==> config.mk <==
export PLATFORM = sky130hd
export DESIGN_NAME = draw_cost_estimator
export DESIGN_NICKNAME = d
export VERILOG_FILES = /design/src/rtl/dce_pkg.sv /design/src/rtl/dce_height_adj.sv /design/src/rtl/dce_rect_cost.sv /design/src/rtl/dce_line_tri_cost.sv /design/src/rtl/dce_countdown.sv /design/src/rtl/draw_cost_estimator.sv
export SDC_FILE = /design/constraint.sdc
export NUM_CORES = 1
export LEC_CHECK = 0
export BUFFER_PORTS_ARGS = -buffer_cell sky130_fd_sc_hd__buf_4
export CAP_MARGIN = 10
export CORE_UTILIZATION = 50
export DETAILED_ROUTE_END_ITERATION = 12
export PLACE_DENSITY = 0.68
export SLEW_MARGIN = 20
export SYNTH_ARGS = -nofsm -noshare
export SYNTH_HDL_FRONTEND = slang
export SYNTH_SLANG_ARGS = --single-unit
==> constraint.sdc <==
create_clock -name clk -period 13.2 [get_ports clk]
set_input_delay 0.66 -clock clk [delete_from_list [all_inputs] [get_ports clk]]
set_output_delay 0.66 -clock clk [all_outputs]
set_load 0.005 [all_outputs]
==> src/rtl/dce_pkg.sv <==
// Package: shared encodings and helpers for the draw busy-cycle estimator.
// Assumes nothing beyond IEEE 1800-2017 packages.
package dce_pkg;

    // Primitive kind carried on req_kind; both upper codes mean triangle.
    typedef enum logic [1:0] {
        PRIM_RECT    = 2'b00,
        PRIM_LINE    = 2'b01,
        PRIM_TRI     = 2'b10,
        PRIM_TRI_ALT = 2'b11
    } prim_e;

    // Texture colour mode carried on req_texmode.
    typedef enum logic [1:0] {
        TEX_PAL4       = 2'b00,
        TEX_PAL8       = 2'b01,
        TEX_DIRECT     = 2'b10,
        TEX_DIRECT_ALT = 2'b11
    } texmode_e;

    // Row width from which the texture cache reloads within a row.
    localparam int unsigned CACHE_RELOAD_WIDTH = 32;

    // Largest of three widths, used to size shared arithmetic buses.
    function automatic int unsigned max3(int unsigned a, int unsigned b, int unsigned c);
        int unsigned m;
        m = (a > b) ? a : b;
        return (m > c) ? m : c;
    endfunction

endpackage

==> src/rtl/dce_height_adj.sv <==
// Module: dce_height_adj
// Produces the effective height used by rectangles and lines. Under
// interlaced skip the height is halved with a floor of one row.
// Assumes DIM_W >= 2. Purely combinational.
module dce_height_adj #(
    parameter int unsigned DIM_W = 11
) (
    input  logic [DIM_W-1:0] h_in,
    input  logic             skip,
    output logic [DIM_W-1:0] h_out
);

    localparam logic [DIM_W-1:0] ONE_ROW = DIM_W'(1);

    // Halve under skip, clamping a zero result up to one row.
    always_comb begin
        if (!skip) begin
            h_out = h_in;
        end else if (h_in[DIM_W-1:1] == '0) begin
            h_out = ONE_ROW;
        end else begin
            h_out = h_in >> 1;
        end
    end

endmodule

==> src/rtl/dce_rect_cost.sv <==
// Module: dce_rect_cost
// Computes the rectangle cost: a per-row cost made of the width, a texture
// term that depends on the mode and on the cache reload width, and a
// half-width blend/mask term, multiplied by the effective height.
// Assumes DIM_W >= 6 so the reload width is representable. Combinational.
module dce_rect_cost
    import dce_pkg::*;
#(
    parameter int unsigned DIM_W  = 11,
    parameter int unsigned ROW_W  = DIM_W + 3,
    parameter int unsigned PROD_W = ROW_W + DIM_W
) (
    input  logic [DIM_W-1:0]  width,
    input  logic [DIM_W-1:0]  h_eff,
    input  logic [1:0]        texmode,
    input  logic              textured,
    input  logic              penalty,
    output logic [ROW_W-1:0]  row_cost,
    output logic [PROD_W-1:0] total
);

    logic [ROW_W-1:0] w_x;
    logic [ROW_W-1:0] tex_add;
    logic [ROW_W-1:0] pen_add;
    logic             wide_row;

    assign w_x      = ROW_W'(width);
    assign wide_row = (w_x >= ROW_W'(CACHE_RELOAD_WIDTH));

    // Texture term per row, selected by colour mode and reload threshold.
    always_comb begin
        tex_add = '0;
        if (textured) begin
            case (texmode_e'(texmode))
                TEX_PAL4: tex_add = w_x;
                TEX_PAL8: tex_add = wide_row ? ((w_x >> 2) << 3) : w_x;
                default:  tex_add = wide_row ? ((w_x >> 1) << 3) : w_x;
            endcase
        end
    end

    // Blend or mask-check term: half the width rounded up.
    always_comb begin
        pen_add = penalty ? ((w_x + ROW_W'(1)) >> 1) : '0;
    end

    // Row cost and full product over the effective height.
    always_comb begin
        row_cost = w_x + tex_add + pen_add;
        total    = PROD_W'(row_cost) * PROD_W'(h_eff);
    end

endmodule

==> src/rtl/dce_line_tri_cost.sv <==
// Module: dce_line_tri_cost
// Computes line cost (larger of width and effective height) and triangle
// cost (pixel count doubled when textured, plus half for blend/mask, then
// halved under interlaced skip). Assumes PIX_W >= 1. Combinational.
module dce_line_tri_cost #(
    parameter int unsigned DIM_W = 11,
    parameter int unsigned PIX_W = 20,
    parameter int unsigned TRI_W = PIX_W + 2
) (
    input  logic [DIM_W-1:0] width,
    input  logic [DIM_W-1:0] h_eff,
    input  logic [PIX_W-1:0] pixels,
    input  logic             textured,
    input  logic             penalty,
    input  logic             skip,
    output logic [DIM_W-1:0] line_cost,
    output logic [TRI_W-1:0] tri_cost
);

    logic [TRI_W-1:0] p_tex;
    logic [TRI_W-1:0] p_pen;

    // Line: dominant axis length.
    always_comb begin
        line_cost = (width > h_eff) ? width : h_eff;
    end

    // Triangle: apply the three adjustments in their fixed order.
    always_comb begin
        p_tex    = textured ? (TRI_W'(pixels) << 1) : TRI_W'(pixels);
        p_pen    = penalty ? (p_tex + ((p_tex + TRI_W'(1)) >> 1)) : p_tex;
        tri_cost = skip ? (p_pen >> 1) : p_pen;
    end

endmodule

==> src/rtl/dce_countdown.sv <==
// Module: dce_countdown
// Holds busy while a loaded cycle count runs down. busy rises on the cycle
// after load, the counter decrements once per cycle, and busy falls on the
// cycle after the counter is seen at zero, giving count+1 busy cycles.
// Assumes load is only raised while busy is low.
module dce_countdown #(
    parameter int unsigned COUNT_W = 24
) (
    input  logic               clk,
    input  logic               rst_n,
    input  logic               load,
    input  logic [COUNT_W-1:0] load_value,
    output logic               busy,
    output logic [COUNT_W-1:0] remaining
);

    // Load, decrement, and release sequencing.
    always_ff @(posedge clk) begin
        if (!rst_n) begin
            busy      <= 1'b0;
            remaining <= '0;
        end else if (load) begin
            busy      <= 1'b1;
            remaining <= load_value;
        end else if (busy) begin
            if (remaining == '0) begin
                busy <= 1'b0;
            end else begin
                remaining <= remaining - COUNT_W'(1);
            end
        end
    end

    // a load starts a busy window holding the loaded value.
    p_load_starts_r10: assert property (@(posedge clk) disable iff (!rst_n)
        load |=> (busy && remaining == $past(load_value)));

    // every busy cycle with count left removes exactly one.
    p_decrement_r11: assert property (@(posedge clk) disable iff (!rst_n)
        (busy && !load && remaining != '0) |=> (busy && remaining == $past(remaining) - COUNT_W'(1)));

    // a zero count while busy releases on the next cycle.
    p_release_r11: assert property (@(posedge clk) disable iff (!rst_n)
        (busy && !load && remaining == '0) |=> !busy);

endmodule

==> src/rtl/draw_cost_estimator.sv <==
// Module: draw_cost_estimator (top)
// Accepts one draw request at a time, computes its busy-cycle cost for the
// primitive kind, saturates it to COUNT_W bits, reports it with a one-cycle
// valid pulse and then holds busy for cost+1 cycles. Requests are refused
// while busy. Synchronous active-low reset.
module draw_cost_estimator
    import dce_pkg::*;
#(
    parameter int unsigned DIM_W   = 11,
    parameter int unsigned PIX_W   = 20,
    parameter int unsigned COUNT_W = 24
) (
    input  logic               clk,
    input  logic               rst_n,
    input  logic               req_valid,
    output logic               req_ready,
    input  logic [1:0]         req_kind,
    input  logic [DIM_W-1:0]   req_width,
    input  logic [DIM_W-1:0]   req_height,
    input  logic [PIX_W-1:0]   req_pixels,
    input  logic [1:0]         req_texmode,
    input  logic               req_textured,
    input  logic               req_blend,
    input  logic               req_mask_check,
    input  logic               req_interlace_skip,
    output logic               cost_valid,
    output logic [COUNT_W-1:0] cost_count,
    output logic               busy
);

    localparam int unsigned ROW_W  = DIM_W + 3;
    localparam int unsigned PROD_W = ROW_W + DIM_W;
    localparam int unsigned TRI_W  = PIX_W + 2;
    localparam int unsigned WIDE_W = max3(PROD_W, TRI_W, COUNT_W) + 1;
    localparam logic [COUNT_W-1:0] CNT_MAX = '1;

    logic [DIM_W-1:0]   h_eff;
    logic [ROW_W-1:0]   row_cost;
    logic [PROD_W-1:0]  rect_total;
    logic [DIM_W-1:0]   line_cost;
    logic [TRI_W-1:0]   tri_cost;
    logic [WIDE_W-1:0]  raw_cost;
    logic [COUNT_W-1:0] sat_cost;
    logic [COUNT_W-1:0] remaining;
    logic               penalty;
    logic               accept;

    assign penalty   = req_blend | req_mask_check;
    assign req_ready = !busy;
    assign accept    = req_valid && req_ready;

    dce_height_adj #(.DIM_W(DIM_W)) u_height (
        .h_in  (req_height),
        .skip  (req_interlace_skip),
        .h_out (h_eff)
    );

    dce_rect_cost #(.DIM_W(DIM_W), .ROW_W(ROW_W), .PROD_W(PROD_W)) u_rect (
        .width    (req_width),
        .h_eff    (h_eff),
        .texmode  (req_texmode),
        .textured (req_textured),
        .penalty  (penalty),
        .row_cost (row_cost),
        .total    (rect_total)
    );

    dce_line_tri_cost #(.DIM_W(DIM_W), .PIX_W(PIX_W), .TRI_W(TRI_W)) u_line_tri (
        .width     (req_width),
        .h_eff     (h_eff),
        .pixels    (req_pixels),
        .textured  (req_textured),
        .penalty   (penalty),
        .skip      (req_interlace_skip),
        .line_cost (line_cost),
        .tri_cost  (tri_cost)
    );

    // Select the cost for the requested primitive kind.
    always_comb begin
        case (prim_e'(req_kind))
            PRIM_RECT: raw_cost = WIDE_W'(rect_total);
            PRIM_LINE: raw_cost = WIDE_W'(line_cost);
            default:   raw_cost = WIDE_W'(tri_cost);
        endcase
    end

    // Clamp to the counter range.
    always_comb begin
        sat_cost = (raw_cost > WIDE_W'(CNT_MAX)) ? CNT_MAX : raw_cost[COUNT_W-1:0];
    end

    // Report register: one-cycle valid pulse with the accepted cost.
    always_ff @(posedge clk) begin
        if (!rst_n) begin
            cost_valid <= 1'b0;
            cost_count <= '0;
        end else begin
            cost_valid <= accept;
            if (accept) begin
                cost_count <= sat_cost;
            end
        end
    end

    dce_countdown #(.COUNT_W(COUNT_W)) u_count (
        .clk        (clk),
        .rst_n      (rst_n),
        .load       (accept),
        .load_value (sat_cost),
        .busy       (busy),
        .remaining  (remaining)
    );

    // the valid pulse lasts one cycle.
    p_valid_pulse_r10: assert property (@(posedge clk) disable iff (!rst_n)
        cost_valid |=> !cost_valid);

    // a reported cost always coincides with a busy window.
    p_valid_with_busy_r10: assert property (@(posedge clk) disable iff (!rst_n)
        cost_valid |-> busy);

    // a request held during busy never produces a report.
    p_refuse_busy_r12: assert property (@(posedge clk) disable iff (!rst_n)
        (req_valid && busy) |=> !cost_valid);

    // interlaced skip never reduces a nonzero height to zero.
    p_height_floor_r6: assert property (@(posedge clk) disable iff (!rst_n)
        (req_interlace_skip && req_height != '0) |-> (h_eff != '0));

    // the loaded count matches the reported count at the start.
    p_report_matches_r9: assert property (@(posedge clk) disable iff (!rst_n)
        cost_valid |-> (remaining == cost_count));

endmodule

==> results of run 1 <==
[Yosys cell counts, types with 14 or more instances]
master,n
inv_1,153
nand2_1,151
nor2_1,149
fa_1,119
ha_1,109
o21ai_0,98
a21oi_1,94
clkbuf_1,63
dfxtp_1,50
nor3_1,44
xnor2_1,40
and2_1,37
nand3_1,32
xor2_1,26
a21o_1,22
mux2i_1,21
or3_1,21
mux2_2,20
nand4_1,18
a211oi_1,17
nor2b_1,16
nor4_1,16
o211ai_1,15
o21a_1,15
and3_1,14
[stage by stage]
step,util [%],hold slack (ns),setup WS [ns],std cells
final,54.65,0.4879,2.955,1885
after global routing,54.64,0.5213,2.277,1884
after CTS,54.64,0.4993,3.077,1884
after detailed placement,53.98,0.4895,2.815,1876
after global placement,53.98,0.4736,3.084,1876
after floorplan,-,0.4527,3.887,1543
[area by class of cell]
class | count | area, um2 | area share (%)
repair buffers | 85 | 638.1 | 4.989
well taps | 319 | 399.1 | 3.121
flip-flops and latches | 50 | 1001 | 7.826
inverters | 159 | 596.8 | 4.666
clock buffers | 5 | 125.1 | 0.9783
multi-input cells | 1263 | 9998 | 78.17
diodes | 1 | 2.502 | 0.01957
clock inverters | 3 | 28.78 | 0.2250
[sequential cells by signal, indices dropped and copies added (netlist names)]
register           flops
cost_valid             1
u_count.remaining     24
cost_count            24
u_count.busy           1
[worst max path at each step]
stage,end,slack [ns]
after global routing,u_count.remaining[16]$_SDFFE_PN0P_,2.28
after global placement,u_count.remaining[16]$_SDFFE_PN0P_,3.08
after floorplan,u_count.remaining[6]$_SDFFE_PN0P_,3.89
after CTS,u_count.remaining[16]$_SDFFE_PN0P_,3.08
final,u_count.remaining[16]$_SDFFE_PN0P_,2.96
after detailed placement,u_count.remaining[16]$_SDFFE_PN0P_,2.82
[metal layers]
metal,global-route usage [%],up-vias,wire [um]
met2,46.70,442,15600
met3,4.722,72,2859
met5,0,-,0
met1,42.41,5477,16050
met4,7.516,0,901
li1,-,5406,-
[tightest hold or removal path, stage by stage (launching register included)]
cell     delay, ns
dfxtp_1       0.33
nand2_1       0.06
a21oi_1       0.06
[cells by family after synthesis]
family                     after synthesis  share of synthesized area [%]
AOI/OAI and AO/OA                      367                          20.73
xor gates and xnor gates                66                          4.867
adders and majority gates              228                          31.54
buffers and inverters                  230                          7.427
DFF                                     50                          8.428
muxes                                   43                          3.887
other                                    1                        0.03158
and+or+nand+nor                        558                          23.08
==> impl_results.html, run 1 <==
<table>
<tr><th>Metric</th><th>Value</th></tr>
<tr><th colspan="2">Outcome</th></tr>
<tr><td>Status</td><td>completed</td></tr>
<tr><th colspan="2">Hold path</th></tr>
<tr><td>Launch instance of the worst min-delay path</td><td>cost_count[5]$_SDFFE_PN0P_</td></tr>
<tr><td>End point of the most critical hold path</td><td>cost_count[5]$_SDFFE_PN0P_</td></tr>
<tr><td>Worst hold path class</td><td>reg -&gt; reg</td></tr>
<tr><td>Worst hold stages</td><td>2</td></tr>
<tr><th colspan="2">Yosys</th></tr>
<tr><td>Number of unique standard cell types used by synthesis</td><td>86</td></tr>
<tr><td>Post-synthesis instance area</td><td>11880 um2</td></tr>
<tr><td>Nets in the synthesized netlist</td><td>1824</td></tr>
<tr><td>Most area-consuming cells after synthesis</td><td>fa_1, ha_1, dfxtp_1, inv_1, nand2_1</td></tr>
<tr><td>Library cell occupying the most area in the post-synthesis netlist</td><td>fa_1</td></tr>
<tr><td>Mean instance size in the synthesized netlist</td><td>7.697 um2</td></tr>
<tr><td>Gate Count Post-Synth</td><td>1543</td></tr>
<tr><td>Area share of the largest cell type after synthesis</td><td>20.06%</td></tr>
<tr><td>Synth Flop Type</td><td>dfxtp_1</td></tr>
<tr><td>Number of enable flip-flop cells after synthesis</td><td>0</td></tr>
<tr><td>Number of synthesized register bits</td><td>50</td></tr>
<tr><td>Yosys warnings</td><td>0</td></tr>
<tr><td>Fraction of registers with async set or reset after synthesis</td><td>0%</td></tr>
<tr><td>Sequential element share of the synthesized area</td><td>about 8.4%</td></tr>
<tr><th colspan="2">Die</th></tr>
<tr><td>Row count</td><td>56</td></tr>
<tr><td>CORE AREA</td><td>23400 um2</td></tr>
<tr><td>Die W</td><td>around 160 um</td></tr>
<tr><td>DIE AREA</td><td>24370 um2</td></tr>
<tr><td>Initial Util</td><td>50.75%</td></tr>
<tr><td>Die H</td><td>156.1 um</td></tr>
<tr><td>I/O Pins</td><td>80</td></tr>
<tr><th colspan="2">Setup path</th></tr>
<tr><td>Startpoint type of the worst setup path</td><td>input port</td></tr>
<tr><td>Kind of critical path</td><td>in -&gt; reg</td></tr>
<tr><td>Worst path top cell family by delay</td><td>adder cells</td></tr>
<tr><td>Reg-to-reg setup timing slack</td><td>10.25 ns</td></tr>
<tr><td>Crit path launch</td><td>req_width[8]</td></tr>
<tr><td>Peak per-stage delay on the critical path</td><td>0.66 ns</td></tr>
<tr><td>Startpoint of the worst register-to-register path</td><td>u_count.remaining[0]$_SDFFE_PN0P_</td></tr>
<tr><td>CP bufs+invs</td><td>5</td></tr>
<tr><td>Data arrival time at the worst-slack endpoint</td><td>a little over 10 ns</td></tr>
<tr><td>Top fanout value on the critical path</td><td>13</td></tr>
<tr><td>Number of cells on the worst reg-to-reg path</td><td>9</td></tr>
<tr><td>FF-to-FF End</td><td>u_count.remaining[15]$_SDFFE_PN0P_</td></tr>
<tr><td>Cell count along the critical path</td><td>34</td></tr>
<tr><td>Master of the slowest instance on the critical path</td><td>a21oi_1</td></tr>
<tr><td>Most Frequent Cell on Critical Path</td><td>fa_1</td></tr>
<tr><td>CP Data Required Time</td><td>roughly 13 ns</td></tr>
<tr><td>Capturing element type of the critical path</td><td>register</td></tr>
<tr><th colspan="2">STA</th></tr>
<tr><td>Share of the cycle needed by the critical path after routing</td><td>77.61%</td></tr>
<tr><td>Setup violations, final</td><td>0</td></tr>
<tr><td>Clock Skews</td><td>0.006308 ns</td></tr>
<tr><td>Hold violation count in the final report</td><td>0</td></tr>
<tr><td>Final Slew Violations</td><td>0</td></tr>
<tr><td>Minimum clock period after layout</td><td>~10 ns</td></tr>
<tr><td>Maximum clock frequency</td><td>97.61 MHz</td></tr>
<tr><td>Max-slew headroom</td><td>29.08%</td></tr>
<tr><td>Final setup TNS</td><td>0 ns</td></tr>
<tr><td>Measured slew at the worst slew-check pin</td><td>1.060 ns</td></tr>
<tr><td>Setup repair after global routing missed its margin</td><td>false</td></tr>
<tr><th colspan="2">Global route</th></tr>
<tr><td>First-pass GRT wire length</td><td>approximately 57000 um</td></tr>
<tr><td>Initial antenna violation count</td><td>0</td></tr>
<tr><td>Total GRT Usage</td><td>29.77%</td></tr>
<tr><td>Vias in the first global route</td><td>10800</td></tr>
<tr><td>Maximum number of pins on one net before global-route repair</td><td>45</td></tr>
<tr><td>Total congestion overflow</td><td>0</td></tr>
<tr><th colspan="2">Drt</th></tr>
<tr><td>DR iter-0 viols</td><td>884</td></tr>
<tr><td>Remaining routing DRC violations</td><td>0</td></tr>
<tr><td>Vias post-DR</td><td>11400</td></tr>
<tr><td>Vias per cell</td><td>6.046</td></tr>
<tr><td>Total Wirelength</td><td>35420 um</td></tr>
<tr><td>Drt first pass iters</td><td>5</td></tr>
<tr><td>WL per Instance</td><td>18.79 um</td></tr>
<tr><td>Number of nets with antenna violations after detailed routing</td><td>0</td></tr>
<tr><th colspan="2">Placed design</th></tr>
<tr><td>Standard cell area after detailed placement</td><td>12630 um2</td></tr>
<tr><td>Half-perimeter wire length after detailed placement</td><td>between 20000 and 30000 um</td></tr>
<tr><td>I/O Buffers</td><td>between 70 and 80</td></tr>
<tr><td>RD Place Congestion</td><td>0.9836</td></tr>
<tr><th colspan="2">Layout</th></tr>
<tr><td>Final cell area excluding filler cells</td><td>12790 um2</td></tr>
<tr><td>Number of nets in the layout</td><td>1845</td></tr>
<tr><td>Area overhead of the layout relative to synthesis</td><td>7.691%</td></tr>
<tr><td>Share of layout cells above drive strength 1</td><td>10.29%</td></tr>
<tr><td>Commonest cells after routing, fill and taps aside</td><td>inv_1, nand2_1, nor2_1</td></tr>
<tr><td>Most frequent standard cell in the layout excluding fill and tap cells</td><td>inv_1</td></tr>
<tr><td>Filler cell count</td><td>2297</td></tr>
<tr><th colspan="2">Clock network</th></tr>
<tr><td>Clock sink total</td><td>50</td></tr>
<tr><td>Deepest level of the CTS H-tree</td><td>2</td></tr>
<tr><td>Hold-fix buffers, CTS</td><td>0</td></tr>
<tr><td>Number of setup buffers added after CTS</td><td>0</td></tr>
<tr><td>Number of gates resized after cts</td><td>0</td></tr>
<tr><td>Clock transition time at the flip-flop clock pins of the worst setup and hold paths</td><td>around 0.07 ns</td></tr>
<tr><td>Clock latency on the worst-skew pair</td><td>0.29 ns</td></tr>
<tr><td>Total clock buffers created by CTS</td><td>5</td></tr>
<tr><td>Clock buffer depth</td><td>2</td></tr>
<tr><td>Clock tree from TritonCTS</td><td>done</td></tr>
<tr><td>Buffer cell driving the clock tree root</td><td>clkbuf_16</td></tr>
<tr><th colspan="2">Run</th></tr>
<tr><td>Maximum capacitance violations</td><td>0</td></tr>
</table>
Power of run 1 is left out: the tool's default activity adds up to more than one toggle a clock period on the data nets, which glitch-free logic cannot reach.
==> run 2: changes to the inputs <==
--- a/config.mk
+++ b/config.mk
@@ -9,7 +9,7 @@
 export CAP_MARGIN = 10
 export CORE_UTILIZATION = 50
 export DETAILED_ROUTE_END_ITERATION = 12
-export PLACE_DENSITY = 0.68
+export PLACE_DENSITY = 0.71
 export SLEW_MARGIN = 20
 export SYNTH_ARGS = -nofsm -noshare
 export SYNTH_HDL_FRONTEND = slang
==> constraint.sdc (replaced) <==
create_clock -name clk -period 8.64 [get_ports clk]
set_input_delay 0.432 -clock clk [delete_from_list [all_inputs] [get_ports clk]]
set_output_delay 0.432 -clock clk [all_outputs]
set_load 0.005 [all_outputs]
==> impl_results.html, run 2 (synthesis results as in run 1) <==
<table>
<tr><th>Metric</th><th>Value</th></tr>
<tr><th colspan="2">Setup path</th></tr>
<tr><td>Data arrival time at the worst-slack endpoint</td><td>8.55 ns (-1.84 ns)</td></tr>
<tr><td>Startpoint type of the worst setup path</td><td>input port</td></tr>
<tr><td>FF-to-FF End</td><td>u_count.remaining[11]$_SDFFE_PN0P_</td></tr>
<tr><td>Reg-to-reg setup timing slack</td><td>5.58 ns (-4.67 ns)</td></tr>
<tr><td>CP Data Required Time</td><td>8.84 ns (-4.51 ns)</td></tr>
<tr><td>Number of cells on the worst reg-to-reg path</td><td>10 (+1)</td></tr>
<tr><td>Master of the slowest instance on the critical path</td><td>or4_4</td></tr>
<tr><td>Startpoint of the worst register-to-register path</td><td>u_count.remaining[0]$_SDFFE_PN0P_</td></tr>
<tr><td>Most Frequent Cell on Critical Path</td><td>fa_1</td></tr>
<tr><td>Crit path launch</td><td>req_width[8]</td></tr>
<tr><td>Kind of critical path</td><td>in -&gt; reg</td></tr>
<tr><td>Capturing element type of the critical path</td><td>register</td></tr>
<tr><td>Top fanout value on the critical path</td><td>5 (-8)</td></tr>
<tr><td>Peak per-stage delay on the critical path</td><td>0.60 ns (-0.06 ns)</td></tr>
<tr><td>End point of the critical path</td><td>u_count.remaining[6]$_SDFFE_PN0P_</td></tr>
<tr><th colspan="2">Clock network</th></tr>
<tr><td>Clock latency on the worst-skew pair</td><td>0.29 ns (about the same)</td></tr>
<tr><td>Hold-fix buffers, CTS</td><td>0 (unchanged)</td></tr>
<tr><td>Buffer cell driving the clock tree root</td><td>clkbuf_16</td></tr>
<tr><td>Clock transition time at the flip-flop clock pins of the worst setup and hold paths</td><td>0.07 ns (about the same)</td></tr>
<tr><td>Clock sink total</td><td>50 (unchanged)</td></tr>
<tr><td>Clock tree from TritonCTS</td><td>done</td></tr>
<tr><td>Deepest level of the CTS H-tree</td><td>2 (unchanged)</td></tr>
<tr><td>Clock buffer depth</td><td>2 (unchanged)</td></tr>
<tr><td>Total clock buffers created by CTS</td><td>5 (unchanged)</td></tr>
<tr><th colspan="2">STA</th></tr>
<tr><td>Minimum clock period after layout</td><td>~8.4 ns</td></tr>
<tr><td>Final setup TNS</td><td>0 ns (unchanged)</td></tr>
<tr><td>Measured slew at the worst slew-check pin</td><td>0.9856 ns (-0.07427 ns)</td></tr>
<tr><td>Setup violations, final</td><td>0 (unchanged)</td></tr>
<tr><td>Final Slew Violations</td><td>0 (unchanged)</td></tr>
<tr><td>Hold violation count in the final report</td><td>0 (unchanged)</td></tr>
<tr><td>Max-slew headroom</td><td>34.05% (+5.0 points)</td></tr>
<tr><td>Worst hold-check slack</td><td>0.5063 ns (+0.01842 ns)</td></tr>
<tr><td>Clock Skews</td><td>0.006586 ns (+0.0002773 ns)</td></tr>
<tr><td>Share of the cycle needed by the critical path after routing</td><td>96.67%</td></tr>
<tr><td>Maximum clock frequency</td><td>119.7 MHz</td></tr>
<tr><th colspan="2">Die</th></tr>
<tr><td>Row count</td><td>56 (unchanged)</td></tr>
<tr><td>Initial Util</td><td>50.75% (unchanged)</td></tr>
<tr><td>Die W</td><td>156.1 um (unchanged)</td></tr>
<tr><td>CORE AREA</td><td>23400 um2 (unchanged)</td></tr>
<tr><td>Die H</td><td>156.1 um (unchanged)</td></tr>
<tr><td>I/O Pins</td><td>80 (unchanged)</td></tr>
<tr><td>DIE AREA</td><td>24370 um2 (unchanged)</td></tr>
<tr><th colspan="2">Layout</th></tr>
<tr><td>Share of layout cells above drive strength 1</td><td>17.57% (+7.3 points)</td></tr>
<tr><td>Most frequent standard cell in the layout excluding fill and tap cells</td><td>buf_4</td></tr>
<tr><td>Diodes inserted</td><td>0 (-1)</td></tr>
<tr><td>Largest regs</td><td>cost_count (24), u_count.remaining (24)</td></tr>
<tr><td>Area overhead of the layout relative to synthesis</td><td>15.84%</td></tr>
<tr><td>Filler cell count</td><td>2199 (-4.3%)</td></tr>
<tr><td>Final standard cell utilization of the core</td><td>58.79% (+4.1 points)</td></tr>
<tr><td>Number of nets in the layout</td><td>1936 (+4.9%)</td></tr>
<tr><td>Commonest cells after routing, fill and taps aside</td><td>buf_4, inv_1, nand2_1</td></tr>
<tr><td>Fin cells</td><td>1975 (+4.8%)</td></tr>
<tr><th colspan="2">Drt</th></tr>
<tr><td>WL per Instance</td><td>18.49 um (-1.6%)</td></tr>
<tr><td>Remaining routing DRC violations</td><td>0 (unchanged)</td></tr>
<tr><td>Vias per cell</td><td>6.013 (-0.55%)</td></tr>
<tr><td>Number of nets with antenna violations after detailed routing</td><td>0 (unchanged)</td></tr>
<tr><td>Drt first pass iters</td><td>6 (+1)</td></tr>
<tr><td>Vias post-DR</td><td>11880 (+4.2%)</td></tr>
<tr><td>Total Wirelength</td><td>36520 um (+3.1%)</td></tr>
<tr><td>DR iter-0 viols</td><td>889 (+0.57%)</td></tr>
<tr><th colspan="2">Placed design</th></tr>
<tr><td>Half-perimeter wire length after detailed placement</td><td>29280 um (+2.5%)</td></tr>
<tr><td>I/O Buffers</td><td>79 (unchanged)</td></tr>
<tr><td>RD Place Congestion</td><td>0.9994 (+1.6%)</td></tr>
<tr><td>Placed cells</td><td>1959 (+4.4%)</td></tr>
<tr><th colspan="2">Global route</th></tr>
<tr><td>Total GRT Usage</td><td>30.86% (+1.1 points)</td></tr>
<tr><td>Maximum number of pins on one net before global-route repair</td><td>42 (-6.7%)</td></tr>
<tr><td>Total congestion overflow</td><td>0 (unchanged)</td></tr>
<tr><td>Vias in the first global route</td><td>11460 (+6.2%)</td></tr>
<tr><td>Initial antenna violation count</td><td>0 (unchanged)</td></tr>
<tr><td>First-pass GRT wire length</td><td>59670 um (+4.3%)</td></tr>
<tr><th colspan="2">Outcome</th></tr>
<tr><td>Status</td><td>completed</td></tr>
<tr><th colspan="2">Hold path</th></tr>
<tr><td>Worst hold stages</td><td>2 (unchanged)</td></tr>
<tr><td>Worst hold path class</td><td>reg -&gt; reg</td></tr>
<tr><th colspan="2">Run</th></tr>
<tr><td>Maximum capacitance violations</td><td>0 (unchanged)</td></tr>
</table>
-- run 2: cell types whose count changed in the layout (fill, tap and decap cells not counted), moves of 3 or more --
cell     before  now
xnor2_1      40   36
a21oi_1      94   87
ha_1        109  106
nor2_2        1    4
xor2_1       26   23
xnor2_2       0    3
fa_2          0    3
buf_4        85  175
a21oi_2       1    7
nor4_1       16   13
nor2_1      148  145
fa_1        119  116
-- run 2: repair_timing --
action                     CTS  global route
buffers inserted             0             7
resized for setup            4            40
gates cloned                 0             1
pin swaps                    0            29
setup endpoints to repair   11            48
-- run 2: metal layers --
| layer | part of all wire [%] | up-vias | track usage (%) |
|---|---|---|---|
| li1 | - | 5594 | - |
| met1 | 44 | 5731 | 43.52 |
| met2 | 45 | 482 | 49.15 |
| met3 | 8.3 | 68 | 5.444 |
| met4 | 2.3 | 0 | 6.536 |
| met5 | 0 | - | 0 |
-- run 2: worst min-delay path by stage --
stage	start	to	slack, ns
after CTS	cost_count[5]$_SDFFE_PN0P_	cost_count[5]$_SDFFE_PN0P_	0.50
after global routing	cost_count[2]$_SDFFE_PN0P_	cost_count[2]$_SDFFE_PN0P_	0.52
after detailed placement	cost_count[5]$_SDFFE_PN0P_	cost_count[5]$_SDFFE_PN0P_	0.49
after floorplan	cost_count[5]$_SDFFE_PN0P_	cost_count[5]$_SDFFE_PN0P_	0.45
final	cost_count[5]$_SDFFE_PN0P_	cost_count[5]$_SDFFE_PN0P_	0.51
after global placement	cost_count[5]$_SDFFE_PN0P_	cost_count[5]$_SDFFE_PN0P_	0.48
-- run 2: critical path: cells and delay by family --
| family | cells | cell delay (ns) |
|---|---|---|
| AO/OA/AOI/OAI | 12 | 2.42 |
| buffers and inverters | 2 | 0.18 |
| XOR/XNOR | 1 | 0.26 |
| AND/OR/NAND/NOR | 8 | 1.72 |
| adder cells (fa/ha/maj) | 9 | 3.53 |
-- run 2: stage by stage --
stage	setup slack [ns]	area (um2)
after floorplan	0.02024	11910
after global placement	-0.3043	13290
after detailed placement	-0.5016	13290
after CTS	0.01208	13490
after global routing	-0.03995	13760
final	0.2878	13760
-- run 2: final cells by class --
| cell class | count | area [um2] | area share (%) |
|---|---|---|---|
| clock buffer | 5 | 125.1 | 0.9094 |
| clock inverter | 3 | 48.80 | 0.3547 |
| inverter | 159 | 596.8 | 4.338 |
| multi-input combinational | 1264 | 10270 | 74.67 |
| sequential | 50 | 1001 | 7.275 |
| tap | 319 | 399.1 | 2.901 |
| timing repair buffer | 175 | 1314 | 9.549 |
Power of run 2 is left out for the same reason.
